`config.mk`:
```
export PLATFORM = sky130hd
export DESIGN_NAME = manchester_word_encoder
export DESIGN_NICKNAME = d
export VERILOG_FILES = /design/src/rtl/mwe_pkg.sv /design/src/rtl/mwe_prescaler.sv /design/src/rtl/mwe_control.sv /design/src/rtl/mwe_datapath.sv /design/src/rtl/manchester_word_encoder.sv
export SDC_FILE = /design/constraint.sdc
export NUM_CORES = 1
export LEC_CHECK = 0
export CAP_MARGIN = 40
export CORE_UTILIZATION = 61
export DETAILED_ROUTE_END_ITERATION = 8
export DONT_BUFFER_PORTS = 1
export GPL_ROUTABILITY_DRIVEN = 0
export GPL_TIMING_DRIVEN = 0
export PLACE_DENSITY = 0.77
export SYNTH_ARGS = -nofsm -noshare
export SYNTH_HDL_FRONTEND = slang
export SYNTH_SLANG_ARGS = --single-unit
export TNS_END_PERCENT = 1
```
`constraint.sdc`:
```
create_clock -name clk -period 2.8 [get_ports clk]
set_input_delay 0.14 -clock clk [delete_from_list [all_inputs] [get_ports clk]]
set_output_delay 0.14 -clock clk [all_outputs]
set_load 0.005 [all_outputs]
```
`src/rtl/mwe_pkg.sv`:
```
package mwe_pkg;

  typedef enum logic [1:0] {
    PART_SYNC   = 2'd0,
    PART_DATA   = 2'd1,
    PART_PARITY = 2'd2
  } framePart_e;

  typedef struct packed {
    logic       clear;
    logic       bitStart;
    logic       bitMid;
    framePart_e part;
    logic [1:0] syncSlot;
  } encStrobe_t;

endpackage

```
`src/rtl/mwe_prescaler.sv`:
```
module mwe_prescaler #(
  parameter int DIV = 6
) (
  input  logic clk,
  input  logic rst_n,
  input  logic encClkEn,
  output logic tickOut
);
  localparam int CW = (DIV > 1) ? $clog2(DIV) : 1;
  localparam logic [CW-1:0] LAST = CW'(DIV - 1);

  logic [CW-1:0] divCnt;

  always_ff @(posedge clk or negedge rst_n) begin
    if (!rst_n) begin
      divCnt <= '0;
    end else if (encClkEn) begin
      divCnt <= (divCnt == LAST) ? '0 : divCnt + CW'(1);
    end
  end

  assign tickOut = encClkEn && (divCnt == LAST);

  assert_tick_single_R11: assert property (@(posedge clk) disable iff (!rst_n)
    tickOut |=> !tickOut);

endmodule

```
`src/rtl/mwe_control.sv`:
```
module mwe_control
  import mwe_pkg::*;
#(
  parameter int DATA_BITS = 16
) (
  input  logic       clk,
  input  logic       rst_n,
  input  logic       sendTick,
  input  logic       encEnable,
  input  logic       masterReset,
  output encStrobe_t strobe,
  output logic       shiftClk,
  output logic       sendData,
  output logic       active
);
  localparam int FRAME_SLOTS = DATA_BITS + 4;
  localparam int SLOT_W = $clog2(FRAME_SLOTS);
  localparam logic [SLOT_W-1:0] LAST_SLOT = SLOT_W'(FRAME_SLOTS - 1);
  localparam logic [SLOT_W-1:0] REQ_FIRST = SLOT_W'(2);
  localparam logic [SLOT_W-1:0] REQ_LAST = SLOT_W'(DATA_BITS + 1);
  localparam logic [SLOT_W-1:0] DATA_FIRST = SLOT_W'(3);
  localparam logic [SLOT_W-1:0] DATA_LAST = SLOT_W'(DATA_BITS + 2);

  logic              secondHalf;
  logic              running;
  logic              armed;
  logic              pendRst;
  logic [SLOT_W-1:0] slot;

  logic              clearNow, riseNow, fallNow, atLast, nextRun;
  logic [SLOT_W-1:0] nextSlot, selSlot;

  always_comb begin
    clearNow = sendTick && (masterReset || pendRst);
    riseNow  = sendTick && !clearNow && secondHalf;
    fallNow  = sendTick && !clearNow && !secondHalf;
    atLast   = running && (slot == LAST_SLOT);
    nextSlot = armed ? '0 : slot + SLOT_W'(1);
    nextRun  = armed || (running && !atLast);
    selSlot  = riseNow ? nextSlot : slot;

    strobe.clear    = clearNow;
    strobe.bitStart = riseNow && nextRun;
    strobe.bitMid   = fallNow && running;
    strobe.syncSlot = selSlot[1:0];
    if (selSlot < DATA_FIRST)       strobe.part = PART_SYNC;
    else if (selSlot <= DATA_LAST)  strobe.part = PART_DATA;
    else                            strobe.part = PART_PARITY;
  end

  always_ff @(posedge clk or negedge rst_n) begin
    if (!rst_n) begin
      secondHalf <= 1'b0;
      running    <= 1'b0;
      armed      <= 1'b0;
      pendRst    <= 1'b0;
      slot       <= '0;
    end else begin
      if (masterReset && !sendTick) pendRst <= 1'b1;
      if (clearNow) begin
        secondHalf <= 1'b0;
        running    <= 1'b0;
        armed      <= 1'b0;
        pendRst    <= 1'b0;
        slot       <= '0;
      end else if (sendTick) begin
        secondHalf <= ~secondHalf;
        if (!secondHalf) begin
          if (encEnable && (!running || atLast)) armed <= 1'b1;
        end else begin
          running <= nextRun;
          slot    <= nextRun ? nextSlot : '0;
          armed   <= 1'b0;
        end
      end
    end
  end

  assign shiftClk = ~secondHalf;
  assign sendData = running && (slot >= REQ_FIRST) && (slot <= REQ_LAST);
  assign active   = running;

  // Slot counter stays within one frame
  assert_slot_range_R2: assert property (@(posedge clk) disable iff (!rst_n)
    running |-> (slot <= LAST_SLOT));

  // Arming happens only while idle or in the parity period
  assert_arm_window_R7: assert property (@(posedge clk) disable iff (!rst_n)
    armed |-> (!running || slot == LAST_SLOT));

  // Each accepted send strobe flips the shift clock
  assert_shift_toggle_R1: assert property (@(posedge clk) disable iff (!rst_n)
    (sendTick && !masterReset && !pendRst) |=> (shiftClk != $past(shiftClk)));

  // A clearing strobe leaves the block idle with the shift clock high
  assert_abort_idle_R10: assert property (@(posedge clk) disable iff (!rst_n)
    (sendTick && (masterReset || pendRst)) |=> (!running && shiftClk));

  // Request only during a running frame
  assert_request_in_frame_R4: assert property (@(posedge clk) disable iff (!rst_n)
    sendData |-> running);

endmodule

```
`src/rtl/mwe_datapath.sv`:
```
module mwe_datapath
  import mwe_pkg::*;
(
  input  logic       clk,
  input  logic       rst_n,
  input  encStrobe_t strobe,
  input  logic       syncSelect,
  input  logic       serialData,
  output logic       lineBit
);
  logic cmdSync;
  logic curBit;
  logic parAcc;

  always_ff @(posedge clk or negedge rst_n) begin
    if (!rst_n) begin
      lineBit <= 1'b1;
      cmdSync <= 1'b0;
      curBit  <= 1'b0;
      parAcc  <= 1'b0;
    end else if (strobe.clear) begin
      lineBit <= 1'b1;
      parAcc  <= 1'b0;
    end else if (strobe.bitStart) begin
      case (strobe.part)
        PART_SYNC: begin
          case (strobe.syncSlot)
            2'd0: begin
              cmdSync <= syncSelect;
              lineBit <= syncSelect;
              parAcc  <= 1'b0;
            end
            2'd1:    lineBit <= cmdSync;
            default: lineBit <= ~cmdSync;
          endcase
        end
        PART_DATA: begin
          lineBit <= serialData;
          curBit  <= serialData;
          parAcc  <= parAcc ^ serialData;
        end
        default: begin
          lineBit <= ~parAcc;
          curBit  <= ~parAcc;
        end
      endcase
    end else if (strobe.bitMid) begin
      if (strobe.part == PART_SYNC) begin
        lineBit <= (strobe.syncSlot == 2'd0) ? cmdSync : ~cmdSync;
      end else begin
        lineBit <= ~curBit;
      end
    end
  end

  // Every coded bit changes level at mid-period
  assert_mid_transition_R5: assert property (@(posedge clk) disable iff (!rst_n)
    (strobe.bitMid && !strobe.clear && strobe.part != PART_SYNC) |=> (lineBit != $past(lineBit)));

endmodule

```
`src/rtl/manchester_word_encoder.sv`:
```
module manchester_word_encoder
  import mwe_pkg::*;
#(
  parameter int DATA_BITS     = 16,
  parameter int PRESCALE_DIV  = 6,
  parameter bit USE_PRESCALER = 1'b0
) (
  input  logic clk,
  input  logic rst_n,
  input  logic encClkEn,
  input  logic sendClkEn,
  input  logic encEnable,
  input  logic syncSelect,
  input  logic serialData,
  input  logic masterReset,
  input  logic outInhibitN,
  output logic shiftClk,
  output logic sendData,
  output logic bipolarOne,
  output logic bipolarZero,
  output logic prescaleOut
);
  encStrobe_t strobe;
  logic       sendTick;
  logic       active;
  logic       lineBit;
  logic       driveLine;

  mwe_prescaler #(.DIV(PRESCALE_DIV)) u_prescaler (
    .clk      (clk),
    .rst_n    (rst_n),
    .encClkEn (encClkEn),
    .tickOut  (prescaleOut)
  );

  generate
    if (USE_PRESCALER) begin : g_internalTick
      assign sendTick = prescaleOut;
    end else begin : g_externalTick
      assign sendTick = sendClkEn;
    end
  endgenerate

  mwe_control #(.DATA_BITS(DATA_BITS)) u_control (
    .clk         (clk),
    .rst_n       (rst_n),
    .sendTick    (sendTick),
    .encEnable   (encEnable),
    .masterReset (masterReset),
    .strobe      (strobe),
    .shiftClk    (shiftClk),
    .sendData    (sendData),
    .active      (active)
  );

  mwe_datapath u_datapath (
    .clk        (clk),
    .rst_n      (rst_n),
    .strobe     (strobe),
    .syncSelect (syncSelect),
    .serialData (serialData),
    .lineBit    (lineBit)
  );

  assign driveLine   = active && outInhibitN;
  assign bipolarOne  = driveLine ? lineBit : 1'b1;
  assign bipolarZero = driveLine ? ~lineBit : 1'b1;

  assert_complement_R8: assert property (@(posedge clk) disable iff (!rst_n)
    (active && outInhibitN) |-> (bipolarOne != bipolarZero));

  assert_idle_high_R8: assert property (@(posedge clk) disable iff (!rst_n)
    !active |-> (bipolarOne && bipolarZero));

  assert_inhibit_high_R9: assert property (@(posedge clk) disable iff (!rst_n)
    !outInhibitN |-> (bipolarOne && bipolarZero));

endmodule

```
[Yosys cells after proc, flatten, opt, wreduce, memory -nomap -nowiden]
Cells that the tools add are included.
Word-level totals
  output and inout bits: 5
  word-level logic and storage cells: 99
  bits in registers: 16
Operators by class
  muxes and demuxes: 34
  reductions and logical operators: 36
  magnitude comparators: 4
  add/subtract/negate cells: 2
  eq/ne operators: 5
  bitwise gates (word level): 8
Operator list (number)
  $mux 5: 6
  $mux 1: 21
  $logic_and 1x1->1: 14
  $le 5x5->1 const B: 2
  $reduce_bool 3->1: 3
  $pmux 1 s2: 4
  $reduce_bool 2->1: 4
  $not 1->1: 7
  $reduce_and 3->1: 2
  $add 5x1->5 const B: 1
  $eq 5x5->1 const B: 1
  $ge 5x2->1 const B: 1
  $logic_not 1->1: 5
  $lt 5x2->1 const B: 1
  $eq 2x1->1 const B: 2
  $logic_not 2->1: 2
  $mux 2: 2
  $reduce_and 2->1: 2
  $reduce_and 4->1: 1
  $add 3x1->3 const B: 1
  $eq 3x3->1 const B: 1
  $logic_or 1x1->1: 3
  $mux 3: 1
  $ne 3x3->1 const B: 1
  $xor 1x1->1: 1

[Logic depth before layout (Yosys ltp)]
Gate-level depths: netlist of run 1.
  depth in word-level cells: 14
  gate-level depth with buffers: 9
  mapped depth without buffers: 8

[Hierarchy]
A second synthesis of run 1 with hierarchy kept.
Unflattened totals
  cells, all modules: 119
  area, all modules: 1078.5 µm²
By module, submodules not included
  mwe_control: area an instance 643.1 µm², cells each 74, times used 1
  mwe_datapath: area an instance 285.3 µm², cells each 33, times used 1
  mwe_prescaler: area an instance 137.6 µm², cells each 10, times used 1
  manchester_word_encoder: area an instance 12.5 µm², cells each 2, times used 1

[Least setup slack after synthesis of run 1]
No wires, ideal clock.
  path type: reg-to-reg
  start point: reg u_control.slot[0]
  end point: reg u_datapath.cmdSync
  setup time: 0.128 ns
  arrival time: 1.962 ns
  path slack: 0.711 ns
  stages on the path, launching flop included: 9
  period minus slack after synthesis: 2.089 ns
  cells stage by stage: dfrtp_1 clkbuf_1 inv_1 ha_1 nor3_1 a21oi_2 nand3_2 nor3_2 mux2_1
Between the ends
  cells in the longest elaborated chain, start to end: 8
Ends and longest elaborated chain
  start: declaration: RTL line mwe_control.sv:28  | logic [SLOT_W-1:0] slot;
  start signal: assignment: RTL line mwe_control.sv:72  | slot <= nextRun ? nextSlot : '0;
  $add 5x1->5: RTL line mwe_control.sv:38  | nextSlot = armed ? '0 : slot + SLOT_W'(1);
  $mux 5: RTL line mwe_control.sv:38
  $mux 5: RTL line mwe_control.sv:40  | selSlot = riseNow ? nextSlot : slot;
  $le 5x5->1: RTL line mwe_control.sv:47  | else if (selSlot <= DATA_LAST) strobe.part = PART_DATA;
  $mux 2: RTL line mwe_control.sv:47
  $mux 2: RTL line mwe_control.sv:46  | if (selSlot < DATA_FIRST) strobe.part = PART_SYNC;
  $logic_not 2->1: RTL line mwe_datapath.sv:25  | case (strobe.part)
  $reduce_and 4->1 (no line) (*)
  end signal: assignment: RTL line mwe_datapath.sv:29  | cmdSync <= syncSelect;
  end: declaration: RTL line mwe_datapath.sv:11  | logic cmdSync;
Every way passes the cells marked *; elsewhere a longest branch is shown, timed or not.
A chain may end at the register's enable or synchronous reset.

[Final worst setup path of run 1]
  start point: reg u_control.slot[1]
  end point: reg u_datapath.cmdSync
The elaborated chain is that of the path after synthesis.

==> results of run 1 <==
-- flip-flops by register name (all words and copies together), names as in the netlist --
name and cells:
u_control.active 1, u_datapath.parAcc 1, u_control.armed 1, u_prescaler.divCnt 3, u_control.secondHalf 1, u_control.slot 5, u_datapath.curBit 1, u_datapath.lineBit 1
u_datapath.cmdSync 1, u_control.pendRst 1
-- per-stage QoR --
stage / area [sq um] / hold slack [ns]
after floorplan: 1100 / -0.156
after global placement: 1130 / -0.155
after detailed placement: 1130 / -0.155
after CTS: 1220 / 0.0134
after global routing: 1220 / 0.0219
final: 1220 / 0.00961
-- power breakdown --
| part | internal [mW] | total [mW] | switching (mW) |
|---|---|---|---|
| Combinational | 0.0463 | 0.104 | 0.0576 |
| Clock | 0.0793 | 0.158 | 0.0785 |
| Sequential | 0.263 | 0.293 | 0.0299 |
| Total | 0.389 | 0.555 | 0.166 |
-- layout by cell type (no fill, tap or decap), types with 2 or more instances in the layout --
cell,Yosys,layout
a21oi_1,7,7
dlygate4sd3_1,0,5
clkbuf_4,0,3
nor2_1,16,16
inv_1,5,5
nand2b_1,3,3
clkbuf_1,3,3
xor2_1,2,2
nor4_1,3,3
a21o_1,2,2
nand3_1,4,4
nand3_2,2,2
or3_1,2,2
a31oi_1,2,2
o211ai_1,2,2
nor3_1,3,3
nand2_1,14,14
dfrtp_1,15,15
ha_1,3,3
and3_1,2,2
mux2i_1,2,2
o21ai_0,12,12
-- layout make-up --
type	instances	area, sq um	area share
multi-input cells	104	659	0.540
flip-flops and latches	16	402	0.329
clock buffers	4	36.3	0.0297
plain buffers	5	23.8	0.0195
repair buffers	5	50.0	0.0410
well taps	25	31.3	0.0256
inverters	5	18.8	0.0154
-- critical path: stages, from the launching register on --
cell and delay [ns]:
dfrtp_1 0.51, ha_1 0.33, nand3_2 0.13, and3b_1 0.19, a211oi_2 0.34, nand3_2 0.20
nor3_2 0.24, mux2_1 0.33
-- cells in the mapped netlist (2+ instances only) --
| cell type | count |
|---|---|
| nor2_1 | 16 |
| dfrtp_1 | 15 |
| nand2_1 | 14 |
| o21ai_0 | 12 |
| a21oi_1 | 7 |
| inv_1 | 5 |
| nand3_1 | 4 |
| clkbuf_1 | 3 |
| ha_1 | 3 |
| nand2b_1 | 3 |
| nor3_1 | 3 |
| nor4_1 | 3 |
| a21o_1 | 2 |
| a31oi_1 | 2 |
| and3_1 | 2 |
| mux2i_1 | 2 |
| nand3_2 | 2 |
| o211ai_1 | 2 |
| or3_1 | 2 |
| xor2_1 | 2 |
-- cell families (layout without fill, tap and decap cells) --
kind of cell,after synthesis,after routing,share of synthesized area
xor+xnor,2,2,0.0159
fa+ha+maj,3,3,0.0340
flops,16,16,0.364
simple gates,60,60,0.308
compound gates,36,36,0.211
mux,3,3,0.0283
buf+inv,10,19,0.0385
-- worst max-delay path by stage --
stage	from	endpoint	slack (ns)	cells after the start
detailed placement	u_control.slot[0]	u_datapath.cmdSync	0.45	8
CTS	u_control.slot[1]	u_datapath.cmdSync	0.44	7
finish	u_control.slot[1]	u_datapath.cmdSync	0.43	7
floorplan	u_control.slot[0]	u_datapath.cmdSync	0.71	8
global placement	u_control.slot[0]	u_datapath.cmdSync	0.49	8
global route	u_control.slot[0]	u_datapath.cmdSync	0.22	8
-- routing by layer --
layer	global-route usage	vias up	share of wire
met5	0	-	0
met4	0.0909	0	0.016
met3	0.0449	5	0.046
met2	0.441	30	0.46
met1	0.372	448	0.47
li1	-	495	-
-- repair_timing --
action / in CTS / in global routing
endpoints found under the hold margin: 20 / 0
hold buffers: 5 / 0
gates resized for setup: 0 / 0
==> report_table.html, run 1 <==
<table>
<tr><th>Metric</th><th>Value</th></tr>
<tr><th colspan="2">Yosys</th></tr>
<tr><td>Area of the mapped netlist</td><td>1100 sq um</td></tr>
<tr><td>Synthesized Nets</td><td>142</td></tr>
<tr><td>EDFF count, synth</td><td>0</td></tr>
<tr><td>Sequential element share of the synthesized area</td><td>0.364</td></tr>
<tr><td>Post-synth top area share</td><td>0.340</td></tr>
<tr><td>Async set-reset flop share out of synthesis</td><td>1.00</td></tr>
<tr><td>Ys Warns</td><td>0</td></tr>
<tr><td>Average cell area after synthesis</td><td>between 8 and 9 sq um</td></tr>
<tr><td>Count of unique library cells instantiated by Yosys</td><td>46</td></tr>
<tr><td>Synth Register Bits</td><td>16</td></tr>
<tr><td>Library cell occupying the most area in the post-synthesis netlist</td><td>dfrtp_1</td></tr>
<tr><td>Number of instances in the synthesized netlist</td><td>130</td></tr>
<tr><td>Top post-synthesis cells by area</td><td>dfrtp_1 (34%), o21ai_0 (5.4%), nor2_1 (5.4%)</td></tr>
<tr><td>Most instantiated flip-flop cell in the synthesis netlist</td><td>dfrtp_1</td></tr>
<tr><th colspan="2">Place</th></tr>
<tr><td>Final HPWL from detailed placement</td><td>1.69 mm</td></tr>
<tr><td>Count of input and output buffers</td><td>0</td></tr>
<tr><td>Dpl ws</td><td>0.448 ns</td></tr>
<tr><td>Post-Place Cells</td><td>~160</td></tr>
<tr><th colspan="2">Detailed routing</th></tr>
<tr><td># DRC</td><td>0</td></tr>
<tr><td>Mean routed wirelength per cell</td><td>about 14 um</td></tr>
<tr><td>Count of routing violations after the opening detailed-route iteration</td><td>22</td></tr>
<tr><td>Total detailed-routing wirelength</td><td>2.30 mm</td></tr>
<tr><td>Vias after detailed routing</td><td>978</td></tr>
<tr><td>Remaining antenna violation count</td><td>0</td></tr>
<tr><td>Vias per std cell</td><td>just under 6</td></tr>
<tr><td>First-pass iteration count of the detailed router</td><td>5</td></tr>
<tr><th colspan="2">Floorplan</th></tr>
<tr><td>Die span in x</td><td>about 45 um</td></tr>
<tr><td>I/O pin count</td><td>14</td></tr>
<tr><td>Row Count</td><td>15</td></tr>
<tr><td>Floorplan die area</td><td>between 1500 and 2000 sq um</td></tr>
<tr><td>Die height</td><td>about 45 um</td></tr>
<tr><td>Effective utilization at floorplan</td><td>0.646</td></tr>
<tr><td>Floorplan Core Area</td><td>~1700 sq um</td></tr>
<tr><th colspan="2">Final layout</th></tr>
<tr><td>Antenna diode count</td><td>0</td></tr>
<tr><td>Number of inserted filler cells in the final layout</td><td>approximately 160</td></tr>
<tr><td>Final nets</td><td>152</td></tr>
<tr><td>Fraction of layout instances using a drive strength above 1</td><td>0.101</td></tr>
<tr><td>Area growth from synthesis to layout</td><td>10.7%</td></tr>
<tr><td>Post-Layout Cell Count</td><td>between 150 and 200</td></tr>
<tr><td>Share of the core filled with cells in the final layout</td><td>0.715</td></tr>
<tr><th colspan="2">STA</th></tr>
<tr><td>Finish-stage setup viols</td><td>0</td></tr>
<tr><td>Worst slew slack as a fraction of its limit</td><td>0.499</td></tr>
<tr><td>Share of the cycle needed by the critical path after routing</td><td>0.847</td></tr>
<tr><td>Maximum clock skew at final layout</td><td>0.00392 ns</td></tr>
<tr><td>Final setup margin</td><td>~0.43 ns</td></tr>
<tr><td>Total Neg Setup Slack</td><td>0 ns</td></tr>
<tr><td>Number of hold violations in the final report</td><td>0</td></tr>
<tr><td>Worst-Margin Slew</td><td>between 0.7 and 0.8 ns</td></tr>
<tr><td>Slew Viols, Final</td><td>0</td></tr>
<tr><td>Final period demand of the worst path</td><td>2.37 ns</td></tr>
<tr><td>RSZ-0062 raised after global routing</td><td>false</td></tr>
<tr><td>Max Clock Freq</td><td>around 420 MHz</td></tr>
<tr><th colspan="2">Worst setup path</th></tr>
<tr><td>Launch instance of the worst register-to-register path</td><td>u_control.slot[1]</td></tr>
<tr><td>Count of cells along the worst register-to-register path</td><td>7</td></tr>
<tr><td>Crit Reg-Reg Endpoint</td><td>u_datapath.cmdSync</td></tr>
<tr><td>Path type of the worst setup path</td><td>reg -&gt; reg</td></tr>
<tr><td>Worst setup EP type</td><td>register</td></tr>
<tr><td>Type of origin of the critical path</td><td>register</td></tr>
<tr><td>Reg2Reg Setup Slack</td><td>between 0.4 and 0.5 ns</td></tr>
<tr><td>Arrival time of the worst setup path</td><td>between 2 and 3 ns</td></tr>
<tr><td>CP required</td><td>2.99 ns</td></tr>
<tr><td>CP max FO</td><td>9</td></tr>
<tr><th colspan="2">Hold path</th></tr>
<tr><td>Number of cells on the worst hold path</td><td>2</td></tr>
<tr><td>Worst hold path endpoint</td><td>u_prescaler.divCnt[2]</td></tr>
<tr><td>Worst Hold Class</td><td>in -&gt; reg</td></tr>
<tr><td>Startpoint of the most critical hold path</td><td>encClkEn</td></tr>
<tr><th colspan="2">Power</th></tr>
<tr><td>Final Total Pwr</td><td>approximately 550 uW</td></tr>
<tr><td>Leak Pwr</td><td>approximately 0.53 nW</td></tr>
<tr><td>Worst IR drop on VDD</td><td>roughly 0.37 mV</td></tr>
<tr><td>Power density of the placed cells</td><td>454 nW/um^2</td></tr>
<tr><th colspan="2">Global routing</th></tr>
<tr><td>Vias in the first global route</td><td>roughly 900</td></tr>
<tr><td>Antenna violations before repair</td><td>0</td></tr>
<tr><td>Global-route wire length before repair</td><td>around 3.9 mm</td></tr>
<tr><td>Total congestion overflow after global routing</td><td>0</td></tr>
<tr><td>Global router's overall resource usage</td><td>0.273</td></tr>
<tr><td>Maximum number of pins on one net before global-route repair</td><td>17</td></tr>
<tr><th colspan="2">Clock tree</th></tr>
<tr><td>CTS tree</td><td>yes</td></tr>
<tr><td>Bufs on Longest Clock Path</td><td>2</td></tr>
<tr><td>Clock Sink Count</td><td>16</td></tr>
<tr><td>Clock slew at reported path FFs</td><td>around 0.10 ns</td></tr>
<tr><td>Number of setup buffers added after CTS</td><td>0</td></tr>
<tr><td>Total CTS buffers</td><td>3</td></tr>
<tr><td>Clock H-tree levels</td><td>1</td></tr>
<tr><td>Master cell of the clock root buffer</td><td>clkbuf_4</td></tr>
<tr><td>Clock latency on the worst-skew pair</td><td>0.29 ns</td></tr>
<tr><th colspan="2">Status</th></tr>
<tr><td>Run status</td><td>completed</td></tr>
<tr><th colspan="2">Run</th></tr>
<tr><td>Max-capacitance violation count</td><td>0</td></tr>
</table>
No activity file was read; power rests on OpenSTA's default activity.
==> run 2: changes to the inputs <==
- ABC_AREA: unset -> 1
- CORE_UTILIZATION: 61 -> 55
- PLACE_DENSITY: 0.77 -> 0.73
- clock period: 2.8 -> 2.1 ns (I/O delays scaled with it)
==> run 2 against run 1 <==
Die area up 9.3%. Critical path depth up 7. Worst setup slack got worse by 0.22 ns. Power grew 41%. Routed wire length shrank 3.0%. Sequential power is 36% higher. Sequential share of layout area fell by 0.23 points. Combinational power is 67% higher. Critical endpoint is now u_datapath.lineBit. Highest routed layer unchanged.
==> report_table.html, run 2 <==
<table>
<tr><th>Metric</th><th>Value</th></tr>
<tr><th colspan="2">Clock tree</th></tr>
<tr><td>Total CTS buffers</td><td>3 (unchanged)</td></tr>
<tr><td>Resize count post-CTS</td><td>0 (unchanged)</td></tr>
<tr><td>CTS tree</td><td>yes</td></tr>
<tr><td>Clock slew at reported path FFs</td><td>0.10 ns (about the same)</td></tr>
<tr><td>Number of setup buffers added after CTS</td><td>0 (unchanged)</td></tr>
<tr><td>Clock H-tree levels</td><td>1 (unchanged)</td></tr>
<tr><td>Master cell of the clock root buffer</td><td>clkbuf_4</td></tr>
<tr><td>Bufs on Longest Clock Path</td><td>2 (unchanged)</td></tr>
<tr><td>Clock latency on the worst-skew pair</td><td>0.29 ns (about the same)</td></tr>
<tr><td>Clock Sink Count</td><td>16 (unchanged)</td></tr>
<tr><th colspan="2">Worst setup path</th></tr>
<tr><td>Arrival time of the worst setup path</td><td>2.13 ns (-0.43 ns)</td></tr>
<tr><td>CP max FO</td><td>7 (-2)</td></tr>
<tr><td>CP required</td><td>2.34 ns (-0.65 ns)</td></tr>
<tr><td>Path type of the worst setup path</td><td>reg -&gt; reg</td></tr>
<tr><td>Worst setup EP type</td><td>register</td></tr>
<tr><td>Type of origin of the critical path</td><td>register</td></tr>
<tr><th colspan="2">Detailed routing</th></tr>
<tr><td>Mean routed wirelength per cell</td><td>12.1 um (-14%)</td></tr>
<tr><td>Remaining antenna violation count</td><td>0 (unchanged)</td></tr>
<tr><td>Count of routing violations after the opening detailed-route iteration</td><td>31 (+41%)</td></tr>
<tr><td>Vias per std cell</td><td>5.38 (-9.7%)</td></tr>
<tr><td># DRC</td><td>0 (unchanged)</td></tr>
<tr><td>Vias after detailed routing</td><td>996 (+1.8%)</td></tr>
<tr><td>First-pass iteration count of the detailed router</td><td>4 (-1)</td></tr>
<tr><td>Total detailed-routing wirelength</td><td>2.23 mm (-3.0%)</td></tr>
<tr><th colspan="2">Yosys</th></tr>
<tr><td>Commonest cells post-synth</td><td>nand2_1 (30), inv_1 (22), nand3_1 (17), dfrtp_1 (15), nor2_1 (12)</td></tr>
<tr><td>Top post-synthesis cells by area</td><td>dfrtp_1 (34%), nand2_1 (10%), nand3_1 (7.8%)</td></tr>
<tr><td>Sequential element share of the synthesized area</td><td>0.368 (+0.00375)</td></tr>
<tr><td>Average cell area after synthesis</td><td>7.33 sq um (-14%)</td></tr>
<tr><td>Synthesized Nets</td><td>161 (+13%)</td></tr>
<tr><td>Ys Warns</td><td>0 (unchanged)</td></tr>
<tr><td>Number of instances in the synthesized netlist</td><td>149 (+15%)</td></tr>
<tr><td>Most frequent cell after synthesis</td><td>nand2_1</td></tr>
<tr><td>Library cell occupying the most area in the post-synthesis netlist</td><td>dfrtp_1</td></tr>
<tr><td>Post-synth top area share</td><td>0.344 (+0.00351)</td></tr>
<tr><td>Area of the mapped netlist</td><td>1090 sq um (-1.0%)</td></tr>
<tr><td>Most instantiated flip-flop cell in the synthesis netlist</td><td>dfrtp_1</td></tr>
<tr><td>EDFF count, synth</td><td>0 (unchanged)</td></tr>
<tr><td>Synth Register Bits</td><td>16 (unchanged)</td></tr>
<tr><td>Count of unique library cells instantiated by Yosys</td><td>27 (-41%)</td></tr>
<tr><td>Async set-reset flop share out of synthesis</td><td>1.00 (unchanged)</td></tr>
<tr><th colspan="2">Final layout</th></tr>
<tr><td>Multi-input gate area in the final layout</td><td>591 sq um (-10%)</td></tr>
<tr><td>Combined flip-flop and latch cell area</td><td>402 sq um (unchanged)</td></tr>
<tr><td>Top Registers</td><td>u_control.slot: 5 flops, u_prescaler.divCnt: 3 flops</td></tr>
<tr><td>Area growth from synthesis to layout</td><td>12.6%</td></tr>
<tr><td>Largest register by flop count</td><td>u_control.slot</td></tr>
<tr><td>Final nets</td><td>173 (+14%)</td></tr>
<tr><td>Largest register FFs</td><td>5 (unchanged)</td></tr>
<tr><td>Final non-filler cell area</td><td>1230 sq um (+0.72%)</td></tr>
<tr><td>Most frequent cells in the layout</td><td>nand2_1 (30), inv_1 (22), nand3_1 (17)</td></tr>
<tr><td>Number of inserted filler cells in the final layout</td><td>161 (+3.9%)</td></tr>
<tr><td>Fraction of layout instances using a drive strength above 1</td><td>0.156 (+0.0555)</td></tr>
<tr><td>Leading cell type in the layout, fill and taps excluded</td><td>nand2_1</td></tr>
<tr><td>Antenna diode count</td><td>0 (unchanged)</td></tr>
<tr><th colspan="2">Global routing</th></tr>
<tr><td>Vias in the first global route</td><td>896 (-0.88%)</td></tr>
<tr><td>Maximum number of pins on one net before global-route repair</td><td>17 (unchanged)</td></tr>
<tr><td>Antenna violations before repair</td><td>0 (unchanged)</td></tr>
<tr><td>Total congestion overflow after global routing</td><td>0 (unchanged)</td></tr>
<tr><td>Global router's overall resource usage</td><td>0.247 (-0.0259)</td></tr>
<tr><td>Global-route wire length before repair</td><td>3.75 mm (-4.8%)</td></tr>
<tr><th colspan="2">STA</th></tr>
<tr><td>Maximum clock skew at final layout</td><td>0.00365 ns (-0.000269 ns)</td></tr>
<tr><td>RSZ-0062 raised after global routing</td><td>false</td></tr>
<tr><td>Worst-Margin Slew</td><td>0.721 ns (-0.0278 ns)</td></tr>
<tr><td>Worst slew slack as a fraction of its limit</td><td>0.518 (+0.0186)</td></tr>
<tr><td>Final period demand of the worst path</td><td>1.89 ns (-0.477 ns)</td></tr>
<tr><td>WHS</td><td>0.0206 ns (+0.0110 ns)</td></tr>
<tr><td>Slew Viols, Final</td><td>0 (unchanged)</td></tr>
<tr><td>Share of the cycle needed by the critical path after routing</td><td>0.902 (+0.0551)</td></tr>
<tr><td>Total Neg Setup Slack</td><td>0 ns (unchanged)</td></tr>
<tr><td>Max Clock Freq</td><td>528 MHz (+25%)</td></tr>
<tr><td>Finish-stage setup viols</td><td>0 (unchanged)</td></tr>
<tr><td>Number of hold violations in the final report</td><td>0 (unchanged)</td></tr>
<tr><td>Final setup margin</td><td>0.206 ns (-0.223 ns)</td></tr>
<tr><th colspan="2">Power</th></tr>
<tr><td>Worst IR drop on VDD</td><td>0.601 mV (+61%)</td></tr>
<tr><td>Final Total Pwr</td><td>783 uW (+41%)</td></tr>
<tr><td>Power density of the placed cells</td><td>637 nW/um^2 (+40%)</td></tr>
<tr><td>Leak Pwr</td><td>0.633 nW (+18%)</td></tr>
<tr><th colspan="2">Floorplan</th></tr>
<tr><td>Floorplan Core Area</td><td>1800 sq um (+5.5%)</td></tr>
<tr><td>Floorplan die area</td><td>2170 sq um (+9.3%)</td></tr>
<tr><td>Effective utilization at floorplan</td><td>0.606 (-0.0399)</td></tr>
<tr><td>Die span in x</td><td>46.6 um (+4.6%)</td></tr>
<tr><td>Die height</td><td>46.6 um (+4.6%)</td></tr>
<tr><td>I/O pin count</td><td>14 (unchanged)</td></tr>
<tr><td>Row Count</td><td>15 (unchanged)</td></tr>
<tr><th colspan="2">Hold path</th></tr>
<tr><td>Worst Hold Class</td><td>in -&gt; reg</td></tr>
<tr><th colspan="2">Run</th></tr>
<tr><td>Max-capacitance violation count</td><td>0 (unchanged)</td></tr>
<tr><th colspan="2">Place</th></tr>
<tr><td>Final HPWL from detailed placement</td><td>1.61 mm (-5.1%)</td></tr>
<tr><td>Placed cell areas</td><td>1120 sq um (-0.99%)</td></tr>
<tr><td>Dpl ws</td><td>0.246 ns (-0.202 ns)</td></tr>
<tr><td>Count of input and output buffers</td><td>0 (unchanged)</td></tr>
<tr><th colspan="2">Status</th></tr>
<tr><td>Run status</td><td>completed</td></tr>
</table>
[run 2: timing repair]
item | 4_1_cts | 5_1_grt
endpoints found under the hold margin | 22 | 0
endpoints found under the setup margin | 0 | 0
hold buffers | 7 | 0
[run 2: final cells by class]
| cell class | count | share of cell area |
|---|---|---|
| clock buffer | 4 | 0.0295 |
| buffer | 1 | 0.00407 |
| sequential | 16 | 0.327 |
| inverter | 25 | 0.0773 |
| tap | 25 | 0.0254 |
| timing repair buffer | 7 | 0.0570 |
| multi-input combinational | 107 | 0.480 |
[run 2: kinds of logic after synthesis]
group | share of synthesized area
buffers and inverters | 0.0916
and+or+nand+nor | 0.351
DFF | 0.368
adders and majority gates | 0.0344
xor gates and xnor gates | 0.0160
AOI/OAI and AO/OA | 0.140
[run 2: final timing paths]
check / slack [ns] / startpoint / to / cells after the start
worst min register to register: 0.50 / u_prescaler.divCnt[0] / u_prescaler.divCnt[0] / 1
worst min-delay path: 0.02 / sendClkEn / u_control.secondHalf / 2
min in group asynchronous: 0.30 / rst_n / u_control.slot[0] / 1
max in group asynchronous: 1.35 / rst_n / u_control.armed / 1
worst max register to register: 0.21 / u_control.slot[0] / u_datapath.lineBit / 14
worst max-delay path: 0.21 / u_control.slot[0] / u_datapath.lineBit / 14
[run 2: through the flow]
| stage | utilization | cells |
|---|---|---|
| 3_3_place_gp | 0.624 | 174 |
| 6_report | 0.683 | 185 |
| 3_5_place_dp | 0.624 | 174 |
| 2_1_floorplan | - | 149 |
| 4_1_cts | 0.683 | 185 |
| 5_1_grt | 0.683 | 185 |
[run 2: metal layers]
layer / track usage / vias up / part of all wire
met2: 0.372 / 34 / 0.43
met5: 0 / - / 0
met4: 0.0941 / 0 / 0.0094
met3: 0.0471 / 2 / 0.065
li1: - / 519 / -
met1: 0.346 / 441 / 0.50
[run 2: worst max-delay path, cell delays in order, from the launching register on]
cell	delay [ns]
dfrtp_1	0.47
inv_1	0.12
ha_1	0.33
nor2_1	0.13
nand4_1	0.09
nand2_1	0.11
nand2_2	0.07
nand2_2	0.10
nand2_2	0.06
nand2_2	0.07
inv_2	0.04
nand2_2	0.06
nand3_1	0.08
nand2_1	0.06
nand2_1	0.05
[run 2: report_power, final]
part | internal [mW] | leakage, nW | switching [mW]
sequential | 0.357 | 0.203 | 0.0404
combinational | 0.0676 | 0.409 | 0.106
clock | 0.106 | 0.0210 | 0.106
==> run 3: changes to the inputs <==
- CELL_PAD_IN_SITES_DETAIL_PLACEMENT: unset -> 2
- CELL_PAD_IN_SITES_GLOBAL_PLACEMENT: unset -> 2
- CORE_UTILIZATION: 55 -> 31
- PLACE_DENSITY: 0.73 -> unset
- PLACE_DENSITY_LB_ADDON: unset -> 0.1
==> run 3 against run 2 <==
Largest cell class unchanged. Register-to-register slack got worse by 0.03 ns. Die area rose by 74%. Critical path type unchanged. Cell count rose by 11%. Final area rose by 2.2%. Non-clock buffer count did not move. Combinational power rose by 7%. Worst hold slack improved by 0.019 ns. Via count rose by 6.8%. Sequential share of layout area fell by 0.62 points. Global-route usage fell by 5.9 points. Sequential power barely moved. Worst setup slack got worse by 0.035 ns.
==> report_table.html, run 3 (synthesized netlist as in run 2, its figures left out) <==
<table>
<tr><th>Metric</th><th>Value</th></tr>
<tr><th colspan="2">Clock tree</th></tr>
<tr><td>CTS tree</td><td>yes</td></tr>
<tr><td>Bufs on Longest Clock Path</td><td>2 (unchanged)</td></tr>
<tr><td>Master cell of the clock root buffer</td><td>clkbuf_4</td></tr>
<tr><td>Clock H-tree levels</td><td>1 (unchanged)</td></tr>
<tr><td>Total CTS buffers</td><td>3 (unchanged)</td></tr>
<tr><td>Clock slew at reported path FFs</td><td>0.11 ns (about the same)</td></tr>
<tr><td>Number of setup buffers added after CTS</td><td>0 (unchanged)</td></tr>
<tr><td>Clock latency on the worst-skew pair</td><td>0.29 ns (about the same)</td></tr>
<tr><td>Clock Sink Count</td><td>16 (unchanged)</td></tr>
<tr><th colspan="2">Final layout</th></tr>
<tr><td>Antenna diode count</td><td>0 (unchanged)</td></tr>
<tr><td>Largest register by flop count</td><td>u_control.slot</td></tr>
<tr><td>Most frequent cells in the layout</td><td>nand2_1 (30), inv_1 (22), nand3_1 (17)</td></tr>
<tr><td>Top Registers</td><td>u_control.slot: 5 flops, u_prescaler.divCnt: 3 flops</td></tr>
<tr><td>Fraction of layout instances using a drive strength above 1</td><td>0.163 (+0.00625)</td></tr>
<tr><td>Largest register FFs</td><td>5 (unchanged)</td></tr>
<tr><td>Area growth from synthesis to layout</td><td>15.1%</td></tr>
<tr><td>Leading cell type in the layout, fill and taps excluded</td><td>nand2_1</td></tr>
<tr><td>Final nets</td><td>173 (unchanged)</td></tr>
<tr><td>Final non-filler cell area</td><td>1260 sq um (+2.2%)</td></tr>
<tr><th colspan="2">STA</th></tr>
<tr><td>Worst slew slack as a fraction of its limit</td><td>0.469 (-0.0483)</td></tr>
<tr><td>RSZ-0062 raised after global routing</td><td>true</td></tr>
<tr><td>Share of the cycle needed by the critical path after routing</td><td>0.918 (+0.0167)</td></tr>
<tr><td>Worst-Margin Slew</td><td>0.793 ns (+0.0723 ns)</td></tr>
<tr><td>Final period demand of the worst path</td><td>1.93 ns (+0.0350 ns)</td></tr>
<tr><td>Maximum clock skew at final layout</td><td>0.00379 ns (+0.000141 ns)</td></tr>
<tr><td>Finish-stage setup viols</td><td>0 (unchanged)</td></tr>
<tr><td>Slew Viols, Final</td><td>0 (unchanged)</td></tr>
<tr><td>Max Clock Freq</td><td>518 MHz (-1.8%)</td></tr>
<tr><td>Number of hold violations in the final report</td><td>0 (unchanged)</td></tr>
<tr><td>Final setup margin</td><td>0.171 ns (-0.0350 ns)</td></tr>
<tr><th colspan="2">Worst setup path</th></tr>
<tr><td>Path type of the worst setup path</td><td>reg -&gt; reg</td></tr>
<tr><td>Type of origin of the critical path</td><td>register</td></tr>
<tr><td>CP required</td><td>2.31 ns (-0.03 ns)</td></tr>
<tr><td>Worst setup EP type</td><td>register</td></tr>
<tr><td>Critical path, cell by cell</td><td>ha_1 -&gt; a31oi_1 -&gt; o21ai_4 -&gt; inv_1 -&gt; nand2_1 -&gt; a21oi_1 -&gt; a22oi_1</td></tr>
<tr><td>Arrival time of the worst setup path</td><td>2.14 ns (about the same)</td></tr>
<tr><td>Reg2Reg Setup Slack</td><td>0.17 ns (-0.03 ns)</td></tr>
<tr><td>Largest stage delay on the critical path</td><td>0.48 ns (about the same)</td></tr>
<tr><td>CP max FO</td><td>10 (+3)</td></tr>
<tr><td>Cell type of the slowest stage on the worst timing path</td><td>dfrtp_1</td></tr>
<tr><th colspan="2">Global routing</th></tr>
<tr><td>Global-route wire length before repair</td><td>5.15 mm (+37%)</td></tr>
<tr><td>Total congestion overflow after global routing</td><td>0 (unchanged)</td></tr>
<tr><td>Vias in the first global route</td><td>1111 (+24%)</td></tr>
<tr><td>Antenna violations before repair</td><td>0 (unchanged)</td></tr>
<tr><td>Global router's overall resource usage</td><td>0.188 (-0.0591)</td></tr>
<tr><td>Maximum number of pins on one net before global-route repair</td><td>17 (unchanged)</td></tr>
<tr><th colspan="2">Power</th></tr>
<tr><td>Switching Power</td><td>274 uW (+8.4%)</td></tr>
<tr><td>Part of the total power dissipated in combinational logic</td><td>0.232 (+0.010)</td></tr>
<tr><td>Leak Pwr</td><td>0.632 nW (-0.26%)</td></tr>
<tr><td>Worst IR drop on VDD</td><td>0.257 mV (-57%)</td></tr>
<tr><td>Power density of the placed cells</td><td>640 nW/um^2 (+0.49%)</td></tr>
<tr><td>Clock power share</td><td>0.270 (about the same)</td></tr>
<tr><td>Share of power burned in registers</td><td>0.498 (-0.010)</td></tr>
<tr><td>Share of total power consumed by net switching</td><td>0.341 (+0.0179)</td></tr>
<tr><td>Int Power</td><td>531 uW (about the same)</td></tr>
<tr><th colspan="2">Detailed routing</th></tr>
<tr><td>Count of routing violations after the opening detailed-route iteration</td><td>18 (-42%)</td></tr>
<tr><td>Vias per std cell</td><td>5.17 (-4.1%)</td></tr>
<tr><td>Mean routed wirelength per cell</td><td>15.5 um (+28%)</td></tr>
<tr><td>Remaining antenna violation count</td><td>0 (unchanged)</td></tr>
<tr><td>Total detailed-routing wirelength</td><td>3.19 mm (+43%)</td></tr>
<tr><td># DRC</td><td>0 (unchanged)</td></tr>
<tr><td>First-pass iteration count of the detailed router</td><td>3 (-1)</td></tr>
<tr><td>Vias after detailed routing</td><td>1064 (+6.8%)</td></tr>
<tr><th colspan="2">Floorplan</th></tr>
<tr><td>Die span in x</td><td>61.4 um (+32%)</td></tr>
<tr><td>I/O pin count</td><td>14 (unchanged)</td></tr>
<tr><td>Die height</td><td>61.4 um (+32%)</td></tr>
<tr><td>Floorplan Core Area</td><td>3360 sq um (+87%)</td></tr>
<tr><td>Row Count</td><td>21 (+6)</td></tr>
<tr><td>Effective utilization at floorplan</td><td>0.325 (-0.281)</td></tr>
<tr><td>Floorplan die area</td><td>3770 sq um (+74%)</td></tr>
<tr><th colspan="2">Place</th></tr>
<tr><td>Count of input and output buffers</td><td>0 (unchanged)</td></tr>
<tr><td>Final HPWL from detailed placement</td><td>2.46 mm (+53%)</td></tr>
<tr><td>Placed cell areas</td><td>1150 sq um (+2.3%)</td></tr>
<tr><td>Dpl ws</td><td>0.120 ns (-0.126 ns)</td></tr>
<tr><th colspan="2">Status</th></tr>
<tr><td>Run status</td><td>completed</td></tr>
<tr><th colspan="2">Run</th></tr>
<tr><td>Max-capacitance violation count</td><td>0 (unchanged)</td></tr>
<tr><th colspan="2">Hold path</th></tr>
<tr><td>Worst Hold Class</td><td>in -&gt; reg</td></tr>
</table>
## run 3: cell counts in the layout (fill, tap and decap cells not counted)
Identical to the previous run, type by type.
## run 3: worst max-delay path, delay by kind of cell (launching register included)
| kind | cells | cell delay (ns) |
|---|---|---|
| AOI/OAI and AO/OA | 4 | 0.74 |
| adders and majority gates | 1 | 0.32 |
| buffers and inverters | 1 | 0.18 |
| DFF | 1 | 0.48 |
| and+or+nand+nor | 1 | 0.13 |
## run 3: path summary, 6_finish.rpt
kind | start | endpoint | depth (start not counted)
hold reg to reg | u_prescaler.divCnt[0] | u_prescaler.divCnt[0] | 1
setup reg to reg | u_control.slot[1] | u_datapath.curBit | 7
min in group asynchronous | rst_n | u_control.slot[3] | 1
max in group asynchronous | rst_n | u_control.slot[0] | 1
setup / recovery | u_control.slot[1] | u_datapath.curBit | 7
hold / removal | sendClkEn | u_control.secondHalf | 2
## run 3: final cells by class
| class | count | area, sq um |
|---|---|---|
| Buffer | 1 | 5.00 |
| Clock buffer | 4 | 36.3 |
| Fill cell | 431 | 2110 |
| Inverter | 25 | 95.1 |
| Multi-Input combinational cell | 107 | 591 |
| Sequential cell | 16 | 403 |
| Tap cell | 46 | 57.6 |
| Timing Repair Buffer | 7 | 70.1 |
## run 3: what timing repair did
action | in CTS | in global routing
hold buffers | 7 | 0
hold endpoints to repair | 22 | 0
resized for setup | 0 | 1
setup endpoints to repair | 0 | 3
## run 3: per-stage QoR
| step | power, mW | util | TNS, ns | hold WS [ns] | cells |
|---|---|---|---|---|---|
| detailed placement | 0.578 | 0.342 | 0 | -0.190 | 195 |
| CTS | 0.813 | 0.374 | 0 | 0.0339 | 206 |
| global placement | 0.561 | 0.342 | 0 | -0.190 | 195 |
| finish | 0.805 | 0.374 | 0 | 0.0392 | 206 |
| global route | 0.850 | 0.374 | -0.000541 | 0.0603 | 206 |
| floorplan | 0.528 | - | 0 | -0.191 | 149 |
## run 3: power by group through the flow
stage	Clock (mW)	Sequential, mW	Combinational [mW]
after floorplan	0	0.394	0.134
after CTS	0.222	0.401	0.190
after global routing	0.231	0.408	0.210
after global placement	0	0.403	0.158
after detailed placement	0	0.408	0.170
final	0.217	0.401	0.187
## run 3: layer usage
| metal | routed length (um) | GRT usage |
|---|---|---|
| met1 | 1510 | 0.253 |
| met2 | 1570 | 0.321 |
| met3 | 98 | 0.0273 |
| met4 | 14 | 0.0413 |
| met5 | 0 | 0 |
